**config.mk**
```make
export PLATFORM = sky130hd
export DESIGN_NAME = sdcmd_engine
export DESIGN_NICKNAME = d
export VERILOG_FILES = /design/src/rtl/sdce_pkg.sv /design/src/rtl/sdce_tx.sv /design/src/rtl/sdce_rx.sv /design/src/rtl/sdcmd_engine.sv
export SDC_FILE = /design/constraint.sdc
export NUM_CORES = 1
export LEC_CHECK = 0
export ABC_AREA = 1
export BUFFER_PORTS_ARGS = -buffer_cell sky130_fd_sc_hd__buf_2
export CELL_PAD_IN_SITES_DETAIL_PLACEMENT = 1
export CELL_PAD_IN_SITES_GLOBAL_PLACEMENT = 1
export CORE_MARGIN = 3
export CORE_UTILIZATION = 45
export DETAILED_ROUTE_END_ITERATION = 12
export GPL_TIMING_DRIVEN = 0
export PLACE_DENSITY_LB_ADDON = 0.1
export SLEW_MARGIN = 20
export SYNTH_ARGS = -nofsm -noshare
export SYNTH_HDL_FRONTEND = slang
export SYNTH_SLANG_ARGS = --single-unit
```
**constraint.sdc**
```tcl
create_clock -name clk -period 3.1 [get_ports clk]
set_clock_uncertainty 0.1 [all_clocks]
set_input_delay 0.31 -clock clk [delete_from_list [all_inputs] [get_ports clk]]
set_output_delay 0.31 -clock clk [all_outputs]
set_load 0.05 [all_outputs]
```
**src/rtl/sdce_pkg.sv**
```systemverilog
package sdce_pkg;
   localparam int IDX_W      = 6;
   localparam int ARG_W      = 32;
   localparam int CRC_W      = 7;
   localparam int HEAD_W     = 2 + IDX_W + ARG_W;
   localparam int FRAME_W    = HEAD_W + CRC_W + 1;
   localparam int LONG_W     = 136;
   localparam int KEEP_W     = 128;
   localparam int CMD_WORD_W = IDX_W + 4;

   typedef struct packed {
      logic             skip_idx;
      logic             no_crc;
      logic             long_rsp;
      logic             no_rsp;
      logic [IDX_W-1:0] index;
   } cmd_word_t;

   function automatic logic [CRC_W-1:0] crc7_step(input logic [CRC_W-1:0] c, input logic b);
      logic fb;
      fb = b ^ c[CRC_W-1];
      return {c[CRC_W-2:0], 1'b0} ^ (fb ? 7'h09 : 7'h00);
   endfunction

   function automatic logic [CRC_W-1:0] crc7_head(input logic [HEAD_W-1:0] d);
      logic [CRC_W-1:0] c;
      c = '0;
      for (int i = HEAD_W - 1; i >= 0; i--) c = crc7_step(c, d[i]);
      return c;
   endfunction
endpackage

```
**src/rtl/sdce_tx.sv**
```systemverilog
module sdce_tx #(
   parameter int BITS = 48
) (
   input  logic            clk,
   input  logic            rst_n,
   input  logic            tick,
   input  logic            load,
   input  logic [BITS-1:0] frame,
   output logic            line_out,
   output logic            drive,
   output logic            done
);
   localparam int CNT_W = $clog2(BITS);

   logic [BITS-1:0]  shreg;
   logic [CNT_W-1:0] cnt;
   logic             active;

   always_ff @(posedge clk or negedge rst_n) begin
      if (!rst_n) begin
         shreg  <= '1;
         cnt    <= '0;
         active <= 1'b0;
         done   <= 1'b0;
      end else begin
         done <= 1'b0;
         if (load) begin
            shreg  <= frame;
            cnt    <= '0;
            active <= 1'b1;
         end else if (active && tick) begin
            shreg <= {shreg[BITS-2:0], 1'b1};
            if (cnt == CNT_W'(BITS - 1)) begin
               active <= 1'b0;
               done   <= 1'b1;
            end else begin
               cnt <= cnt + 1'b1;
            end
         end
      end
   end

   assign line_out = active ? shreg[BITS-1] : 1'b1;
   assign drive    = active;
endmodule

```
**src/rtl/sdce_rx.sv**
```systemverilog
module sdce_rx #(
   parameter int TIMEOUT = 64,
   parameter int SHORT_W = 48,
   parameter int LONG_W  = 136,
   parameter int KEEP_W  = 128
) (
   input  logic              clk,
   input  logic              rst_n,
   input  logic              tick,
   input  logic              start,
   input  logic              long_sel,
   input  logic              line_in,
   output logic              done,
   output logic              no_start,
   output logic              crc_bad,
   output logic              end_bad,
   output logic [KEEP_W-1:0] data
);
   import sdce_pkg::*;

   localparam int WC_W      = $clog2(TIMEOUT);
   localparam int RC_W      = $clog2(LONG_W);
   localparam int SHORT_END = SHORT_W - 8;
   localparam int LONG_BEG  = 8;
   localparam int LONG_END  = LONG_W - 8;

   typedef enum logic [1:0] {R_OFF, R_WAIT, R_DATA} rx_state_t;

   rx_state_t        st;
   logic [WC_W-1:0]  wcnt;
   logic [RC_W-1:0]  rcnt;
   logic [RC_W-1:0]  last;
   logic [CRC_W-1:0] crc;
   logic             long_q;
   logic             crc_take;

   assign last     = long_q ? RC_W'(LONG_W - 1) : RC_W'(SHORT_W - 1);
   assign crc_take = long_q ? (rcnt >= RC_W'(LONG_BEG) && rcnt < RC_W'(LONG_END))
                            : (rcnt < RC_W'(SHORT_END));

   always_ff @(posedge clk or negedge rst_n) begin
      if (!rst_n) begin
         st       <= R_OFF;
         wcnt     <= '0;
         rcnt     <= '0;
         crc      <= '0;
         long_q   <= 1'b0;
         done     <= 1'b0;
         no_start <= 1'b0;
         crc_bad  <= 1'b0;
         end_bad  <= 1'b0;
         data     <= '0;
      end else begin
         done <= 1'b0;
         case (st)
            R_OFF: if (start) begin
               st       <= R_WAIT;
               wcnt     <= '0;
               long_q   <= long_sel;
               no_start <= 1'b0;
               crc_bad  <= 1'b0;
               end_bad  <= 1'b0;
            end
            R_WAIT: if (tick) begin
               if (!line_in) begin
                  st   <= R_DATA;
                  rcnt <= RC_W'(1);
                  data <= {data[KEEP_W-2:0], 1'b0};
                  crc  <= long_q ? '0 : crc7_step('0, 1'b0);
               end else if (wcnt == WC_W'(TIMEOUT - 1)) begin
                  st       <= R_OFF;
                  done     <= 1'b1;
                  no_start <= 1'b1;
               end else begin
                  wcnt <= wcnt + 1'b1;
               end
            end
            R_DATA: if (tick) begin
               data <= {data[KEEP_W-2:0], line_in};
               if (crc_take) crc <= crc7_step(crc, line_in);
               if (rcnt == last) begin
                  st      <= R_OFF;
                  done    <= 1'b1;
                  crc_bad <= (crc != data[CRC_W-1:0]);
                  end_bad <= !line_in;
               end else begin
                  rcnt <= rcnt + 1'b1;
               end
            end
            default: st <= R_OFF;
         endcase
      end
   end
endmodule

```
**src/rtl/sdcmd_engine.sv**
```systemverilog
module sdcmd_engine #(
   parameter int RSP_TIMEOUT = 64,
   parameter int DAT0_SYNC   = 2
) (
   input  logic        clk,
   input  logic        rst_n,
   input  logic        sd_tick,
   input  logic        arg_we,
   input  logic [31:0] arg_wdata,
   input  logic        cmd_we,
   input  logic [9:0]  cmd_wdata,
   output logic        cmd_out,
   output logic        cmd_oe,
   input  logic        cmd_in,
   input  logic        dat0_in,
   output logic        busy,
   output logic        error,
   output logic        card_busy,
   output logic [31:0] rsp0,
   output logic [31:0] rsp1,
   output logic [31:0] rsp2,
   output logic [31:0] rsp3
);
   import sdce_pkg::*;

   if (RSP_TIMEOUT < 2) begin : g_bad_timeout
      $error("RSP_TIMEOUT must be at least 2");
   end
   if (DAT0_SYNC < 1) begin : g_bad_sync
      $error("DAT0_SYNC must be at least 1");
   end

   typedef enum logic [1:0] {E_IDLE, E_TX, E_RX} eng_state_t;

   eng_state_t            state;
   logic [ARG_W-1:0]      arg_q;
   cmd_word_t             cmd_q;
   cmd_word_t             cmd_new;
   logic                  err_q;
   logic [3:0][31:0]      rsp_q;
   logic [HEAD_W-1:0]     head;
   logic [FRAME_W-1:0]    frame;
   logic                  tx_load, tx_done;
   logic                  rx_start, rx_done, rx_no_start, rx_crc_bad, rx_end_bad;
   logic [KEEP_W-1:0]     rx_data;
   logic                  rsp_err;

   assign cmd_new  = cmd_word_t'(cmd_wdata);
   assign head     = {2'b01, cmd_new.index, arg_q};
   assign frame    = {head, crc7_head(head), 1'b1};
   assign tx_load  = (state == E_IDLE) && cmd_we;
   assign rx_start = (state == E_TX) && tx_done && !cmd_q.no_rsp;

   assign rsp_err = rx_no_start | rx_end_bad
                  | (rx_crc_bad & ~cmd_q.no_crc)
                  | (~cmd_q.long_rsp & ~cmd_q.skip_idx & (rx_data[45:40] != cmd_q.index));

   sdce_tx #(.BITS(FRAME_W)) u_tx (
      .clk(clk), .rst_n(rst_n), .tick(sd_tick), .load(tx_load), .frame(frame),
      .line_out(cmd_out), .drive(cmd_oe), .done(tx_done)
   );

   sdce_rx #(.TIMEOUT(RSP_TIMEOUT), .SHORT_W(FRAME_W), .LONG_W(LONG_W), .KEEP_W(KEEP_W)) u_rx (
      .clk(clk), .rst_n(rst_n), .tick(sd_tick), .start(rx_start), .long_sel(cmd_q.long_rsp),
      .line_in(cmd_in), .done(rx_done), .no_start(rx_no_start), .crc_bad(rx_crc_bad),
      .end_bad(rx_end_bad), .data(rx_data)
   );

   always_ff @(posedge clk or negedge rst_n) begin
      if (!rst_n) begin
         state <= E_IDLE;
         arg_q <= '0;
         cmd_q <= '0;
         err_q <= 1'b0;
         rsp_q <= '0;
      end else begin
         if (arg_we) arg_q <= arg_wdata;
         case (state)
            E_IDLE: if (cmd_we) begin
               cmd_q <= cmd_new;
               err_q <= 1'b0;
               state <= E_TX;
            end
            E_TX: if (tx_done) state <= cmd_q.no_rsp ? E_IDLE : E_RX;
            E_RX: if (rx_done) begin
               state <= E_IDLE;
               err_q <= rsp_err;
               if (!rx_no_start) begin
                  if (cmd_q.long_rsp) rsp_q <= rx_data;
                  else                rsp_q[0] <= rx_data[39:8];
               end
            end
            default: state <= E_IDLE;
         endcase
      end
   end

   logic [DAT0_SYNC-1:0] dsync;
   for (genvar i = 0; i < DAT0_SYNC; i++) begin : g_dsync
      always_ff @(posedge clk or negedge rst_n) begin
         if (!rst_n)      dsync[i] <= 1'b1;
         else if (i == 0) dsync[i] <= dat0_in;
         else             dsync[i] <= dsync[(i == 0) ? 0 : i - 1];
      end
   end

   assign card_busy = ~dsync[DAT0_SYNC-1];
   assign busy      = (state != E_IDLE);
   assign error     = err_q;
   assign rsp0      = rsp_q[0];
   assign rsp1      = rsp_q[1];
   assign rsp2      = rsp_q[2];
   assign rsp3      = rsp_q[3];
endmodule

```
==> results of run 1 <==
==> synth_stat cells, types with 3 or more instances <==
master    number
buf_1         11
o21ai_1        3
dfstp_2       49
xor2_1         9
clkbuf_1      73
nor3_1        13
o22ai_1        4
inv_1        171
nand2_4        5
dfrtp_1      337
nand2_1      599
o211ai_1      38
ha_1           7
nand2_2       36
o21ai_0      129
o311ai_0       4
nand3_2        8
xnor2_1        6
a21oi_1       70
nand3_1      104
o31ai_1        5
mux2_2        39
inv_2         11
a31oi_1       37
nor2_1       128
==> kinds of logic after synthesis <==
| kind of cell | share of synthesized area, % |
|---|---|
| simple gates | 22.4 |
| flops | 57.6 |
| compound gates | 10.1 |
| buf+inv | 6.02 |
| mux | 2.60 |
| xor+xnor | 0.779 |
| fa+ha+maj | 0.519 |
==> state kept, by name, summed over array words and instances, names as in the netlist, 6 cells and up <==
signal and cells:
cmd_q 10, u_rx.rcnt 8, rsp2 32, u_tx.cnt 6
u_rx.crc 7, rsp0 32, u_tx.shreg 47, rsp1 32
u_rx.wcnt 6, arg_q 32, rsp3 32, u_rx.data 128
==> timing repair <==
| item | CTS | global route |
|---|---|---|
| hold buffers | 41 | 0 |
| hold endpoints to repair | 113 | 0 |
| resized for setup | 3 | 7 |
| setup endpoints to repair | 66 | 31 |
| pin swaps | 0 | 1 |
| gates cloned | 0 | 0 |
==> power by group through the flow <==
stage,combinational (mW),clock [mW],sequential (mW)
final,2.89,5.11,6.03
after global routing,3.31,5.47,6.10
after CTS,2.93,5.25,6.03
after detailed placement,2.85,0,6.10
after global placement,2.70,0,6.08
after floorplan,1.99,0,5.93
==> per-layer routing <==
layer  part of all wire (%)  global-route usage (%)
met5                      0                       0
met1                     44                    32.6
met3                    3.2                    3.69
met2                     50                    43.8
met4                    2.5                    7.34
==> placed cells by master (no fill, tap or decap), drive strengths merged, types with 2 or more instances in the layout <==
cell,count
nor2,132
inv,183
nor3,13
o31ai,5
o21ai,132
xnor2,6
a31oi,37
o22ai,4
dfstp,49
nand4,3
o311ai,4
ha,7
nor4,2
nand2,640
dlygate4sd3,41
mux2,39
a221oi,2
o211ai,38
bufinv,2
nand3,112
a21oi,70
dfrtp,337
clkinv,10
clkbuf,137
and3,2
buf,196
xor2,9
==> through the flow <==
stage,power (mW),setup WS (ns)
2_1_floorplan,7.92,0.843
3_3_place_gp,8.78,-6.18
3_5_place_dp,8.95,-0.445
4_1_cts,14.2,0.0749
5_1_grt,14.9,0.0139
6_report,14.0,0.316
==> critical path, delay by kind of cell, from the launching register on <==
family,cells,cell delay [ns]
flip-flops,1,0.38
AO/OA/AOI/OAI,2,0.53
adder cells (fa/ha/maj),1,0.20
buffers and inverters,4,1.42
==> final cells by class <==
class	count	area share, %
inverters	184	3.40
flip-flops and latches	386	47.9
multi-input cells	1264	30.3
clock inverters	11	0.591
well taps	468	2.88
repair buffers	224	7.02
diodes	1	0.0123
plain buffers	86	1.62
clock buffers	64	6.33
==> how the worst max path moves through the flow <==
stage,slack (ns),cells past startpoint,to,startpoint
floorplan,0.84,9,u_rx.wcnt[5]$_DFFE_PN0P_,u_rx.st[0]$_DFFE_PN0P_
global placement,-6.18,1,rsp1[24]$_DFFE_PN0P_,rst_n
detailed placement,-0.45,7,rsp1[2]$_DFFE_PN0P_,cmd_q[7]$_DFFE_PN0P_
CTS,0.07,7,rsp1[2]$_DFFE_PN0P_,cmd_q[7]$_DFFE_PN0P_
global route,0.01,24,u_tx.shreg[4]$_DFFE_PN1P_,arg_q[30]$_DFFE_PN0P_
finish,0.32,7,u_rx.data[41]$_DFFE_PN0P_,u_rx.st[0]$_DFFE_PN0P_
==> flow_summary.toml, run 1 <==
[clocking]
clk_pin_slew_ns = 0.06
clk_path_buf_depth = 3
cts_made_buffers = 43
cts-root-buf = "clkbuf_16"
cts_max_level = 2
clk-insertion-delay-late_ns = 0.57
cts_setup_buffers = 0
cts.sinks = 386
tritoncts = "done"

[run_status]
outcome = "completed"

[logic_synthesis]
synth_seq_area_share_pct = 57.6
yosys_warnings = 0
syn_area_mm2 = 0.0169
netlist_instances = 1920
synthDistinctLibCells = 41
synth-seq-cells = 386
synth_area_leaders = "dfrtp_1, nand2_1, dfstp_2"
syn_area_per_cell_um2 = 8.79
synth_flop_cell = "dfrtp_1"
yosys.area.top_type = "dfrtp_1"
synth_top_area_share_pct = 50.0
async_flop_share_pct = 100
synth_edf_count = 0
synthesis.nets = 1976

[floorplan]
start_util_pct = 45.9
die_y_um = 200
io_pins = 182
rows = 70
die_width_um = 200
coreArea_mm2 = 0.0368
die_area_mm2 = 0.0398

[min_path]
hp-start = "cmd_wdata[4]"
worstHoldEndpoint = "cmd_q[4]$_DFFE_PN0P_"
hp-class = "in -> reg"
hold_depth = 3

[power]
seqPwrFrac_pct = 43.0
p_switching_mw = 4.60
peakVddDrop_uv = 357
combPwrFrac_pct = 20.6
p_clk_share_pct = 36.4
pwr_density_cell_mw_per_mm2 = 691
intPower_mw = 9.45
switching_share_pct = 32.7
p_leak_nw = 10.3

[detailed_routing]
viasPerCell = 5.28
drc = 0
routedWlPerCell_um = 18.2
drt-total-wl_um = 49000
drt_iter0_markers = 588
vias = 14180
antenna_left = 0
drtPass1Iterations = 5

[finish]
areaGrowthSynthToFinish_pct = 20.4
utilization_pct = 55.2
register_area_mm2 = 0.00972
stdcell_area_mm2 = 0.0203
fin_cells = 2688
n_fill_cell = 4343
drive_gt1_share_pct = 18.6
multi_input_area_mm2 = 0.00615
nets = 2245

[critical_path]
rrSetupSlack_ns = 0.32
crit_fanout = 10
path_cells = "inv_1 -> ha_1 -> clkbuf_1 -> o211ai_1 -> clkbuf_1 -> clkbuf_1 -> o21ai_0"
timing.rr.end = "u_rx.data[41]$_DFFE_PN0P_"
cpMostUsedCell = "clkbuf_1"
start_kind = "flop"
critPathArrivalTime_ns = 3.11
reg2reg_depth = 7
criticalPathCategory = "reg -> reg"
crit_path_end_kind = "flop"
worstReg2RegStart = "u_rx.st[0]$_DFFE_PN0P_"
slowest_stage = "clkbuf_1"
slowest_delay_ns = 0.64
required_ns = 3.42

[run]
cap_violations = 0

[global_routing]
antenna_found_initial = 1
grt_pass1_vias = 15424
grt-ovfl-total = 0
grtUsageTotal_pct = 25.1
grt_max_degree = 91
grt_pass1_wl_um = 80200

[placement]
hpwl_um = 34800
placedCellCount = 2571
dpl-instance-area_mm2 = 0.0185
gp_congestion = 0.850
portBuffers = 179

[sta]
max_slew.worst_pin.slew_ns = 0.784
fin_crit_ns = 2.78
drv_slew = 0
holdWs_ns = 0.0297
fin_setup_tns_ns = 0
rsz0062_at_grt = "no"
slew_headroom_pct = 47.7
timing.final.crit_share_pct = 89.8
setup_violations = 0
hold_viol = 0
fmax_mhz = 359
(Power assumes the default switching activity.)
==> run 2, diff against run 1 <==
CORE_UTILIZATION = 30   (was 45)
==> flow_summary.toml, run 2 (synthesis gave the netlist of run 1 again) <==
[finish]
n_fill_cell = 6435
stdcell_area_mm2 = 0.0210
largest_reg_flops = 128
fin_cells = 2986
top_regs = "u_rx.data: 128 flops, u_tx.shreg: 47 flops"
final_cell_mix = "nand2_1, dfrtp_1, buf_2"
regMostFlops = "u_rx.data"
register_area_mm2 = 0.00972
nets = 2255
areaGrowthSynthToFinish_pct = 24.2
multi_input_area_mm2 = 0.00615
drive_gt1_share_pct = 19.0
layout_commonest_cell = "nand2_1"

[floorplan]
coreArea_mm2 = 0.0554
io_pins = 182
start_util_pct = 30.4
rows = 86
die_area_mm2 = 0.0591
die_width_um = 243
die_y_um = 243

[sta]
fin_crit_ns = 2.84
timing.final.crit_share_pct = 91.7
hold_viol = 0
max_slew.worst_pin.slew_ns = 0.754
setup_violations = 0
setup_slack_ns = 0.257
fmax_mhz = 352
drv_slew = 0
slew_headroom_pct = 49.7
rsz0062_at_grt = "no"
fin_setup_tns_ns = 0

[run_status]
outcome = "completed"

[power]
peakVddDrop_uv = 392
pwr_density_cell_mw_per_mm2 = 702
p_total_mw = 14.7
p_leak_nw = 10.4

[placement]
dpl-instance-area_mm2 = 0.0189
hpwl_um = 37000
gp_congestion = 0.775
placedCellCount = 2852
portBuffers = 179
place_ws_ns = -0.145

[detailed_routing]
vias = 13778
antenna_left = 0
drt-total-wl_um = 51300
viasPerCell = 4.61
drc = 0
drtPass1Iterations = 4
routedWlPerCell_um = 17.2
drt_iter0_markers = 656

[global_routing]
use_met3_pct = 2.72
grt_max_degree = 90
grt_pass1_wl_um = 84400
grt_pass1_vias = 14776
grt-ovfl-total = 0
grtUsageTotal_pct = 17.7
top_usage_layer = "met2"
met1_usage_pct = 25.3
gr-usage-met2_pct = 27.9
antenna_found_initial = 0

[critical_path]
crit_fanout = 10
crit_path_end_kind = "flop"
required_ns = 3.52
critPathArrivalTime_ns = 3.26
start_kind = "flop"
criticalPathCategory = "reg -> reg"

[clocking]
clk-insertion-delay-late_ns = 0.59
cts-root-buf = "clkbuf_16"
tritoncts = "done"
clk_pin_slew_ns = 0.06
cts.sinks = 386
clk_path_buf_depth = 3
cts_made_buffers = 47
cts_max_level = 2

[run]
cap_violations = 0

[min_path]
hp-class = "in -> async"
==> run 2: cell types whose count changed in the layout (fill, tap and decap cells not counted), moves of 2 or more <==
cell,before,now
clkinvlp_4,0,2
clkbuf_16,44,48
bufinv_16,2,4
dlygate4sd3_1,41,45
clkbuf_1,79,81
==> run 2: per-stage QoR <==
| step | util (%) | hold WS [ns] |
|---|---|---|
| 2_1_floorplan | - | -0.0856 |
| 3_3_place_gp | 33.7 | 0.247 |
| 3_5_place_dp | 34.0 | 0.0808 |
| 4_1_cts | 37.8 | 0.0371 |
| 5_1_grt | 37.8 | 0.0677 |
| 6_report | 37.8 | 0.0779 |
==> run 2: worst max-delay path: stages, from the launching register on <==
cell and delay, ns:
dfrtp_1 0.39, inv_1 0.10, ha_1 0.15, clkbuf_1 0.39, o211ai_1 0.13, buf_4 0.19, clkinv_1 0.12, buf_1 0.56
clkbuf_1 0.46, nand2_1 0.11, nand2_1 0.08
==> run 2: area by class of cell <==
cell class / instances / area share [%]
antenna: 1 / 0.0119
buffer: 86 / 1.56
clock buffer: 70 / 6.65
clock inverter: 17 / 1.12
inverter: 184 / 3.30
multi-input combinational: 1264 / 29.3
sequential: 386 / 46.4
tap: 748 / 4.47
timing repair buffer: 230 / 7.16
==> run 2: per-layer routing <==
layer	vias up	wire length (um)
met3	66	1660
met4	0	1060
li1	6736	-
met5	-	0
met2	171	23400
met1	6805	25200
==> run 2: final timing paths <==
kind                                        endpoint                    from  depth (start not counted)  slack, ns
min in group clk            u_rx.data[0]$_DFFE_PN0P_                  cmd_in                          3       0.12
max reg2reg                u_rx.data[43]$_DFFE_PN0P_  u_rx.st[0]$_DFFE_PN0P_                         10       0.26
max in group asynchronous       rsp3[16]$_DFFE_PN0P_                   rst_n                          5       1.39
min                             rsp1[11]$_DFFE_PN0P_                   rst_n                          2       0.08
max                        u_rx.data[43]$_DFFE_PN0P_  u_rx.st[0]$_DFFE_PN0P_                         10       0.26
min reg2reg                       dsync[1]$_DFF_PN1_      dsync[0]$_DFF_PN1_                          0       0.26
==> run 2: what timing repair did <==
action / CTS / global route
endpoints found under the hold margin: 186 / 0
gates resized for setup: 1 / 9
setup endpoints to repair: 74 / 63
buffers inserted: 1 / 0
pin swaps: 1 / 0
hold buffers: 45 / 0
==> run 2: power by group <==
part / total, mW / internal [mW] / switching (mW)
clock network: 5.77 / 3.47 / 2.31
registers: 6.03 / 5.55 / 0.481
logic: 2.92 / 0.877 / 2.04
total: 14.7 / 9.89 / 4.83
